`src/rtl/keyguard_pkg.sv`:
```
package keyguard_pkg;

    typedef enum logic [2:0] {
        WD_DISARMED,
        WD_PREARM,
        WD_ACTIVE,
        WD_SVC_HALF,
        WD_TRIPPED
    } wd_state_e;

    localparam logic [15:0] KEY_OPEN  = 16'hA5C6;
    localparam logic [15:0] KEY_CLOSE = 16'hDA7E;

    localparam int OFS_IDENT  = 'h00;
    localparam int OFS_EMU    = 'h04;
    localparam int OFS_CNT_LO = 'h10;
    localparam int OFS_CNT_HI = 'h14;
    localparam int OFS_CMP_LO = 'h18;
    localparam int OFS_CMP_HI = 'h1C;
    localparam int OFS_RUN    = 'h20;
    localparam int OFS_GLB    = 'h24;
    localparam int OFS_WDC    = 'h28;

    localparam int WDC_EN_BIT   = 14;
    localparam int WDC_FLAG_BIT = 15;
    localparam int KEY_W        = 16;

endpackage

```
`src/rtl/kg_regbank.sv`:
```
module kg_regbank
    import keyguard_pkg::*;
#(
    parameter int DATA_W = 32,
    parameter int ADDR_W = 8,
    parameter logic [31:0] ID_VALUE = 32'h5744_0001
) (
    input  logic                  clk,
    input  logic                  rst_n,
    input  logic [ADDR_W-1:0]     addr,
    input  logic [DATA_W-1:0]     wdata,
    input  logic                  we,
    input  logic                  re,
    input  logic                  locked,
    input  logic                  tripped,
    input  logic [2*DATA_W-1:0]   count,
    output logic [2*DATA_W-1:0]   period,
    output logic [1:0]            run_mode,
    output logic                  rel_lo,
    output logic                  rel_hi,
    output logic [1:0]            cnt_wr,
    output logic                  key_wr,
    output logic [KEY_W-1:0]      key_val,
    output logic                  key_en,
    output logic [DATA_W-1:0]     rdata
);
    localparam int HALVES = 2;

    logic              cfg_wr;
    logic [1:0]        mode_q;
    logic [3:0]        glb_q;
    logic              en_q;
    logic [DATA_W-1:0] rmux;

    assign cfg_wr  = we && !locked;
    assign key_wr  = we && (addr == ADDR_W'(OFS_WDC));
    assign key_val = wdata[DATA_W-1 -: KEY_W];
    assign key_en  = wdata[WDC_EN_BIT];

    generate
        for (genvar h = 0; h < HALVES; h++) begin : g_half
            localparam int CMP_OFS = OFS_CMP_LO + 4 * h;
            localparam int CNT_OFS = OFS_CNT_LO + 4 * h;
            logic [DATA_W-1:0] cmp_r;

            always_ff @(posedge clk) begin
                if (!rst_n)
                    cmp_r <= '0;
                else if (cfg_wr && addr == ADDR_W'(CMP_OFS))
                    cmp_r <= wdata;
            end

            assign period[h*DATA_W +: DATA_W] = cmp_r;
            assign cnt_wr[h] = cfg_wr && (addr == ADDR_W'(CNT_OFS));


            cmp_lock_chk: assert property (@(posedge clk) disable iff (!rst_n)
                (locked && we && addr == ADDR_W'(CMP_OFS)) |=> $stable(cmp_r));
        end
    endgenerate

    always_ff @(posedge clk) begin
        if (!rst_n) begin
            mode_q <= '0;
            glb_q  <= '0;
            en_q   <= 1'b0;
        end else if (cfg_wr) begin
            if (addr == ADDR_W'(OFS_RUN)) mode_q <= wdata[7:6];
            if (addr == ADDR_W'(OFS_GLB)) glb_q  <= wdata[3:0];
            if (addr == ADDR_W'(OFS_WDC)) en_q   <= wdata[WDC_EN_BIT];
        end
    end

    assign run_mode = mode_q;
    assign rel_lo   = glb_q[0];
    assign rel_hi   = glb_q[1];

    always_comb begin
        rmux = '0;
        case (addr)
            ADDR_W'(OFS_IDENT):  rmux = DATA_W'(ID_VALUE);
            ADDR_W'(OFS_EMU):    rmux = '0;
            ADDR_W'(OFS_CNT_LO): rmux = count[DATA_W-1:0];
            ADDR_W'(OFS_CNT_HI): rmux = count[2*DATA_W-1:DATA_W];
            ADDR_W'(OFS_CMP_LO): rmux = period[DATA_W-1:0];
            ADDR_W'(OFS_CMP_HI): rmux = period[2*DATA_W-1:DATA_W];
            ADDR_W'(OFS_RUN):    rmux[7:6] = mode_q;
            ADDR_W'(OFS_GLB):    rmux[3:0] = glb_q;
            ADDR_W'(OFS_WDC): begin
                rmux[WDC_EN_BIT]   = en_q;
                rmux[WDC_FLAG_BIT] = tripped;
            end
            default:             rmux = '0;
        endcase
    end

    always_ff @(posedge clk) begin
        if (!rst_n)
            rdata <= '0;
        else if (re)
            rdata <= rmux;
    end

endmodule

```
`src/rtl/kg_counter.sv`:
```
module kg_counter #(
    parameter int DATA_W = 32
) (
    input  logic                clk,
    input  logic                rst_n,
    input  logic                run,
    input  logic                oneshot,
    input  logic                armed,
    input  logic                tripped,
    input  logic                svc_clr,
    input  logic [1:0]          cnt_wr,
    input  logic [DATA_W-1:0]   wdata,
    input  logic [2*DATA_W-1:0] period,
    output logic [2*DATA_W-1:0] count,
    output logic                at_period
);
    localparam int CNT_W = 2 * DATA_W;

    logic [CNT_W-1:0] cnt_q;
    logic [CNT_W-1:0] cnt_d;

    assign at_period = (cnt_q == period);
    assign count     = cnt_q;

    always_comb begin
        cnt_d = cnt_q;
        if (svc_clr || !run)
            cnt_d = '0;
        else if (cnt_wr[0])
            cnt_d[DATA_W-1:0] = wdata;
        else if (cnt_wr[1])
            cnt_d[CNT_W-1:DATA_W] = wdata;
        else if (tripped)
            cnt_d = cnt_q;
        else if (at_period)
            cnt_d = (armed || oneshot) ? cnt_q : '0;
        else
            cnt_d = cnt_q + CNT_W'(1);
    end

    always_ff @(posedge clk) begin
        if (!rst_n)
            cnt_q <= '0;
        else
            cnt_q <= cnt_d;
    end


    svc_clear_chk: assert property (@(posedge clk) disable iff (!rst_n)
        svc_clr |=> (count == '0));


    hold_zero_chk: assert property (@(posedge clk) disable iff (!rst_n)
        !run |=> (count == '0));

endmodule

```
`src/rtl/kg_keyfsm.sv`:
```
module kg_keyfsm
    import keyguard_pkg::*;
(
    input  logic             clk,
    input  logic             rst_n,
    input  logic             key_wr,
    input  logic [KEY_W-1:0] key_val,
    input  logic             key_en,
    input  logic             match,
    output logic             locked,
    output logic             armed,
    output logic             tripped,
    output logic             svc_clr,
    output logic             reset_req
);
    wd_state_e state_q;
    wd_state_e state_d;

    logic is_open;
    logic is_close;

    assign is_open  = key_wr && (key_val == KEY_OPEN);
    assign is_close = key_wr && (key_val == KEY_CLOSE);

    always_comb begin
        state_d = state_q;
        unique case (state_q)
            WD_DISARMED: if (is_open && key_en)  state_d = WD_PREARM;
            WD_PREARM:   if (is_close && key_en) state_d = WD_ACTIVE;
            WD_ACTIVE: begin
                if (match)        state_d = WD_TRIPPED;
                else if (is_open) state_d = WD_SVC_HALF;
            end
            WD_SVC_HALF: begin
                if (match)                  state_d = WD_TRIPPED;
                else if (is_open)           state_d = WD_SVC_HALF;
                else if (key_wr)            state_d = WD_ACTIVE;
            end
            WD_TRIPPED:  state_d = WD_TRIPPED;
            default:     state_d = WD_DISARMED;
        endcase
    end

    always_ff @(posedge clk) begin
        if (!rst_n)
            state_q <= WD_DISARMED;
        else
            state_q <= state_d;
    end

    always_comb begin
        locked  = (state_q != WD_DISARMED);
        armed   = (state_q == WD_ACTIVE) || (state_q == WD_SVC_HALF);
        tripped = (state_q == WD_TRIPPED);
        svc_clr = (state_q == WD_SVC_HALF) && is_close && !match;
    end

    always_ff @(posedge clk) begin
        if (!rst_n)
            reset_req <= 1'b0;
        else
            reset_req <= (state_d == WD_TRIPPED);
    end


    reset_req_sticky_chk: assert property (@(posedge clk) disable iff (!rst_n)
        reset_req |=> reset_req);


    trip_needs_arm_chk: assert property (@(posedge clk) disable iff (!rst_n)
        $rose(reset_req) |-> $past(armed));


    lock_hold_chk: assert property (@(posedge clk) disable iff (!rst_n)
        locked |=> locked);

endmodule

```
`src/rtl/keyguard_wdt.sv`:
```
module keyguard_wdt
    import keyguard_pkg::*;
#(
    parameter int DATA_W = 32,
    parameter int ADDR_W = 8,
    parameter logic [31:0] ID_VALUE = 32'h5744_0001
) (
    input  logic              clk,
    input  logic              rst_n,
    input  logic [ADDR_W-1:0] bus_addr,
    input  logic [DATA_W-1:0] bus_wdata,
    input  logic              bus_we,
    input  logic              bus_re,
    output logic [DATA_W-1:0] bus_rdata,
    output logic              reset_req
);
    localparam int CNT_W = 2 * DATA_W;

    logic [CNT_W-1:0] count;
    logic [CNT_W-1:0] period;
    logic [1:0]       run_mode;
    logic             rel_lo;
    logic             rel_hi;
    logic [1:0]       cnt_wr;
    logic             key_wr;
    logic [KEY_W-1:0] key_val;
    logic             key_en;
    logic             locked;
    logic             armed;
    logic             tripped;
    logic             svc_clr;
    logic             at_period;
    logic             run;
    logic             oneshot;
    logic             match;

    assign run     = rel_lo && rel_hi && (run_mode != 2'd0);
    assign oneshot = (run_mode == 2'd1);
    assign match   = at_period && run;

    kg_regbank #(
        .DATA_W   (DATA_W),
        .ADDR_W   (ADDR_W),
        .ID_VALUE (ID_VALUE)
    ) u_regs (
        .clk      (clk),
        .rst_n    (rst_n),
        .addr     (bus_addr),
        .wdata    (bus_wdata),
        .we       (bus_we),
        .re       (bus_re),
        .locked   (locked),
        .tripped  (tripped),
        .count    (count),
        .period   (period),
        .run_mode (run_mode),
        .rel_lo   (rel_lo),
        .rel_hi   (rel_hi),
        .cnt_wr   (cnt_wr),
        .key_wr   (key_wr),
        .key_val  (key_val),
        .key_en   (key_en),
        .rdata    (bus_rdata)
    );

    kg_counter #(
        .DATA_W (DATA_W)
    ) u_cnt (
        .clk       (clk),
        .rst_n     (rst_n),
        .run       (run),
        .oneshot   (oneshot),
        .armed     (armed),
        .tripped   (tripped),
        .svc_clr   (svc_clr),
        .cnt_wr    (cnt_wr),
        .wdata     (bus_wdata),
        .period    (period),
        .count     (count),
        .at_period (at_period)
    );

    kg_keyfsm u_fsm (
        .clk       (clk),
        .rst_n     (rst_n),
        .key_wr    (key_wr),
        .key_val   (key_val),
        .key_en    (key_en),
        .match     (match),
        .locked    (locked),
        .armed     (armed),
        .tripped   (tripped),
        .svc_clr   (svc_clr),
        .reset_req (reset_req)
    );

endmodule

```
`config.mk`:
```
export PLATFORM = sky130hd
export DESIGN_NAME = keyguard_wdt
export DESIGN_NICKNAME = d
export VERILOG_FILES = /design/src/rtl/keyguard_pkg.sv /design/src/rtl/kg_regbank.sv /design/src/rtl/kg_counter.sv /design/src/rtl/kg_keyfsm.sv /design/src/rtl/keyguard_wdt.sv
export SDC_FILE = /design/constraint.sdc
export NUM_CORES = 1
export LEC_CHECK = 0
export BUFFER_PORTS_ARGS = -buffer_cell sky130_fd_sc_hd__buf_4
export CORE_ASPECT_RATIO = 1.4
export CORE_MARGIN = 2
export CORE_UTILIZATION = 53
export CTS_CLUSTER_DIAMETER = 100
export DETAILED_ROUTE_END_ITERATION = 8
export GPL_TIMING_DRIVEN = 0
export PLACE_DENSITY = 0.74
export SYNTH_ARGS = -nofsm -noshare
export SYNTH_HDL_FRONTEND = slang
export SYNTH_HIERARCHICAL = 1
export SYNTH_SLANG_ARGS = --single-unit
```
`constraint.sdc`:
```
create_clock -name clk -period 4.8 [get_ports clk]
set_input_delay 0.72 -clock clk [delete_from_list [all_inputs] [get_ports clk]]
set_output_delay 0.72 -clock clk [all_outputs]
set_load 0.01 [all_outputs]
```
==> out/summary.txt <==
Outcome: complete, but fails checks
Failing checks: setup timing
Antenna viol nets, final: 0
Num rows: 61
Fin crit period: 4.828 ns
Max-Cap Viols: 0
HPWL after DPL: 34.92 mm
Cell-by-cell trace of the critical path: xor2_1, nor4_2, nand4_1, nor4_4, clkbuf_2, clkbuf_4, o2111a_1, and3b_1, and3_1, nand3b_1, clkbuf_1, o22ai_1
CP delay by family, top: simple AND/OR/NAND/NOR gates
Final #Nets: 1512
Share of post-route cells with drive strength above 1: 14.05%
Cell area after layout: 12240 sq um
Startpoint types: register
Area Growth Syn to Fin: 14.66%
Worst IR drop on VDD: 0.2694 mV
Detailed Route Iter0 Violations: 1905
Fillcell total: 1861
Crit Path Class: register to register
Slew @ Worst Pin: 1.283 ns
Int Power: 2.450 mW
P_sw: 773.6 uW
# diodes: 0
Share of power burned in registers: 44.3%
Syn_nets: 1420
CTS Sinks: 171
Post-Route WL: 46.39 mm
Post-Syn Instances: 1375
Setup ws final: -0.02829 ns
Final hold vios: 0
Fin crit share: 100.6%
Vias per cell: 6.953
Largest net degree at the start of global routing: 17
Pleak: 4.477 nW
Final setup vio count: 1
Core area: 19840 sq um
Routability cong.: 1.057
Placed Area: 11560 sq um
Pwr/cell area: 263.3 nW/um^2
Sw frac: 24.00%
Initial DRT Pass Iterations: 7
DIE WIDTH: 124.0 um
WP data arrival: 5.18 ns
Met1 WL: 16.00 mm
Register area: 3431 sq um
Count of different cell masters after synthesis: 74
Initial antenna violation count: 2
Die height: 171.9 um
Relative max-transition margin: 13.69%
Boundary Pins: 77
Crit path capture type: register
DR top layer: met5
Worst Path Buf+Inv: 3
All-Layer GR Usage: 43.90%
Crit-path max FO: 10
Critical-path top delay cell: nand3b_1
Initial Util: 53.80%
Wire length per cell: 26.78 um
CTS buffer count: 17
Max Slew Vio Count: 0
Yosys warns: 6
Final std cells w/o fill: 1732
Fmax: 207.1 MHz
Crit path required time: 5.15 ns
Flops & latches, synth: 171
Clock transition at path regs: 0.07 ns
Via count: 12043
Hold Crit Class: register to register
Clock share of power: 47.8%
Root Buffer: clkbuf_16
Clock skew: 0.01090 ns
Remaining DRCs: 0
Dpl cells: 1703
Clk buf depth: 2
Grt total ovfl: 0
Top_reg_cell synth: dfxtp_1
EDFF count, synth: 0
First-pass GRT wire length: 68.30 mm
Area of the multi-input gates: 6609 sq um
H-tree depth: 4
Synth Area per Inst: 7.765 sq um
Routed wl met2: 21.04 mm
Clk_lat worst skew: 0.45 ns
Worst slack, placed: -1.002 ns
Hold_buf cts: 0
Cell area after synthesis: 10680 sq um
Worst hold slack: 0.4561 ns
Logic pwr share: 8.0%
PortBufs: 76
CTS tree: built
Max incr delay on CP: 0.55 ns
DR WL met3: 4.786 mm
Ys async rst share: 0%
Sequential-to-total area share from yosys stat: 32.06%
Area of the die: 21310 sq um
RSZ-0062 raised after global routing: false
Vias in the first global route: 11561
==> what timing repair did <==
item / CTS / global route
gates resized for setup: 9 / 16
buffers inserted: 1 / 0
endpoints found under the setup margin: 64 / 54
hold endpoints to repair: 0 / 0
pin swaps: 1 / 0
==> cell usage after synthesis, types with 4 or more instances <==
cell	n	share of area [%]
nand2_1	261	9.2
dfxtp_1	171	32
o21ai_0	96	4.5
clkbuf_1	82	2.9
a21boi_0	70	4.9
xor2_1	64	5.3
nor4_1	54	3.2
nand3_1	52	2.4
a21oi_1	42	2.0
and2_1	39	2.3
nor2_1	33	1.2
nand4_1	29	1.7
nor3_1	28	1.3
o22ai_1	27	1.6
buf_4	21	1.5
and3_1	20	1.2
buf_2	19	0.89
nor2b_1	19	1.1
a21boi_1	18	1.3
o41ai_1	18	1.5
inv_1	16	0.56
mux2i_1	15	1.4
a32oi_1	11	0.90
a31oi_1	10	0.59
mux2_2	10	1.1
mux4_2	10	2.1
and4_1	9	0.74
a222oi_1	8	0.75
nand3b_1	7	0.49
o211ai_1	7	0.49
or3_1	7	0.41
a221oi_1	6	0.49
nand2b_1	6	0.35
a22o_1	5	0.41
nor4b_1	5	0.41
o311a_1	5	0.47
o31ai_1	5	0.35
buf_1	4	0.14
nand4b_1	4	0.33
or4_1	4	0.28
==> area by class of cell <==
cell class / instances / area share, %
plain buffers: 125 / 4.957
clock buffers: 20 / 3.649
clock inverters: 12 / 1.594
inverters: 16 / 0.4906
multi-input cells: 1059 / 53.99
flip-flops and latches: 171 / 28.03
well taps: 252 / 2.576
repair buffers: 77 / 4.722
==> power by group through the flow <==
stage	Clock, mW	Sequential, mW	Combinational, mW
6_report	1.54	1.43	0.257
5_1_grt	1.60	1.43	0.264
4_1_cts	1.54	1.43	0.245
3_5_place_dp	0	1.46	0.242
3_3_place_gp	0	1.46	0.241
2_1_floorplan	0	1.46	0.115
==> worst paths after layout <==
| path | from | endpoint | slack, ns | cells past startpoint |
|---|---|---|---|---|
| worst min-delay path | u_regs/rdata[5]$_SDFFE_PN0P_ | u_regs/rdata[5]$_SDFFE_PN0P_ | 0.46 | 2 |
| worst max register to register | u_cnt/count[44]$_SDFFE_PP0P_ | u_cnt/count[9]$_SDFFE_PP0P_ | -0.03 | 12 |
| worst max-delay path | u_cnt/count[44]$_SDFFE_PP0P_ | u_cnt/count[9]$_SDFFE_PP0P_ | -0.03 | 12 |
| worst min register to register | u_regs/rdata[5]$_SDFFE_PN0P_ | u_regs/rdata[5]$_SDFFE_PN0P_ | 0.46 | 2 |
==> metrics by stage <==
step	utilization (%)	TNS [ns]	total power, mW
floorplan	-	0	1.577
global placement	58.27	-41.39	1.700
detailed placement	58.27	-38.87	1.701
CTS	61.66	0	3.213
global route	61.69	0	3.296
finish	61.69	-0.02829	3.224
==> layer usage <==
layer / vias to the layer above / global-route usage, %
met4: 2 / 35.86
met2: 961 / 70.38
met5: - / 0
met3: 307 / 9.565
li1: 5181 / -
met1: 5592 / 49.50
==> cells by family (layout without fill, tap and decap cells) <==
logic type | Yosys count | in the layout | synth area share (%)
AND/OR/NAND/NOR | 602 | 602 | 29.11
AO/OA/AOI/OAI | 357 | 357 | 22.65
flip-flops | 171 | 171 | 32.06
buffers and inverters | 145 | 250 | 6.235
XOR/XNOR | 64 | 64 | 5.250
multiplexers | 35 | 35 | 4.571
adder cells (fa/ha/maj) | 1 | 1 | 0.1172
==> cells in the final DEF (no fill, tap or decap), types with 29 or more instances in the layout <==
master,instances
dfxtp_1,165
nand2_1,261
buf_4,98
nor4_1,52
o21ai_0,96
nand3_1,52
xor2_1,64
clkbuf_1,69
a21oi_1,42
and2_1,39
nor2_1,33
nand4_1,29
a21boi_0,70
==> sequential cells by signal (all words and copies together), names as in the netlist <==
signal,cells
u_cnt/count,64
u_fsm/reset_req,1
u_fsm/state_q,3
u_regs/en_q,1
u_regs/g_half.cmp_r,64
u_regs/glb_q,4
u_regs/rdata,32
u_regs/run_mode,2
==> worst min-delay path: stages (launching register included) <==
cell and delay, ns:
dfxtp_1 0.33, nand2_1 0.04, o21ai_0 0.05
No activity file was read; power rests on OpenSTA's default activity.
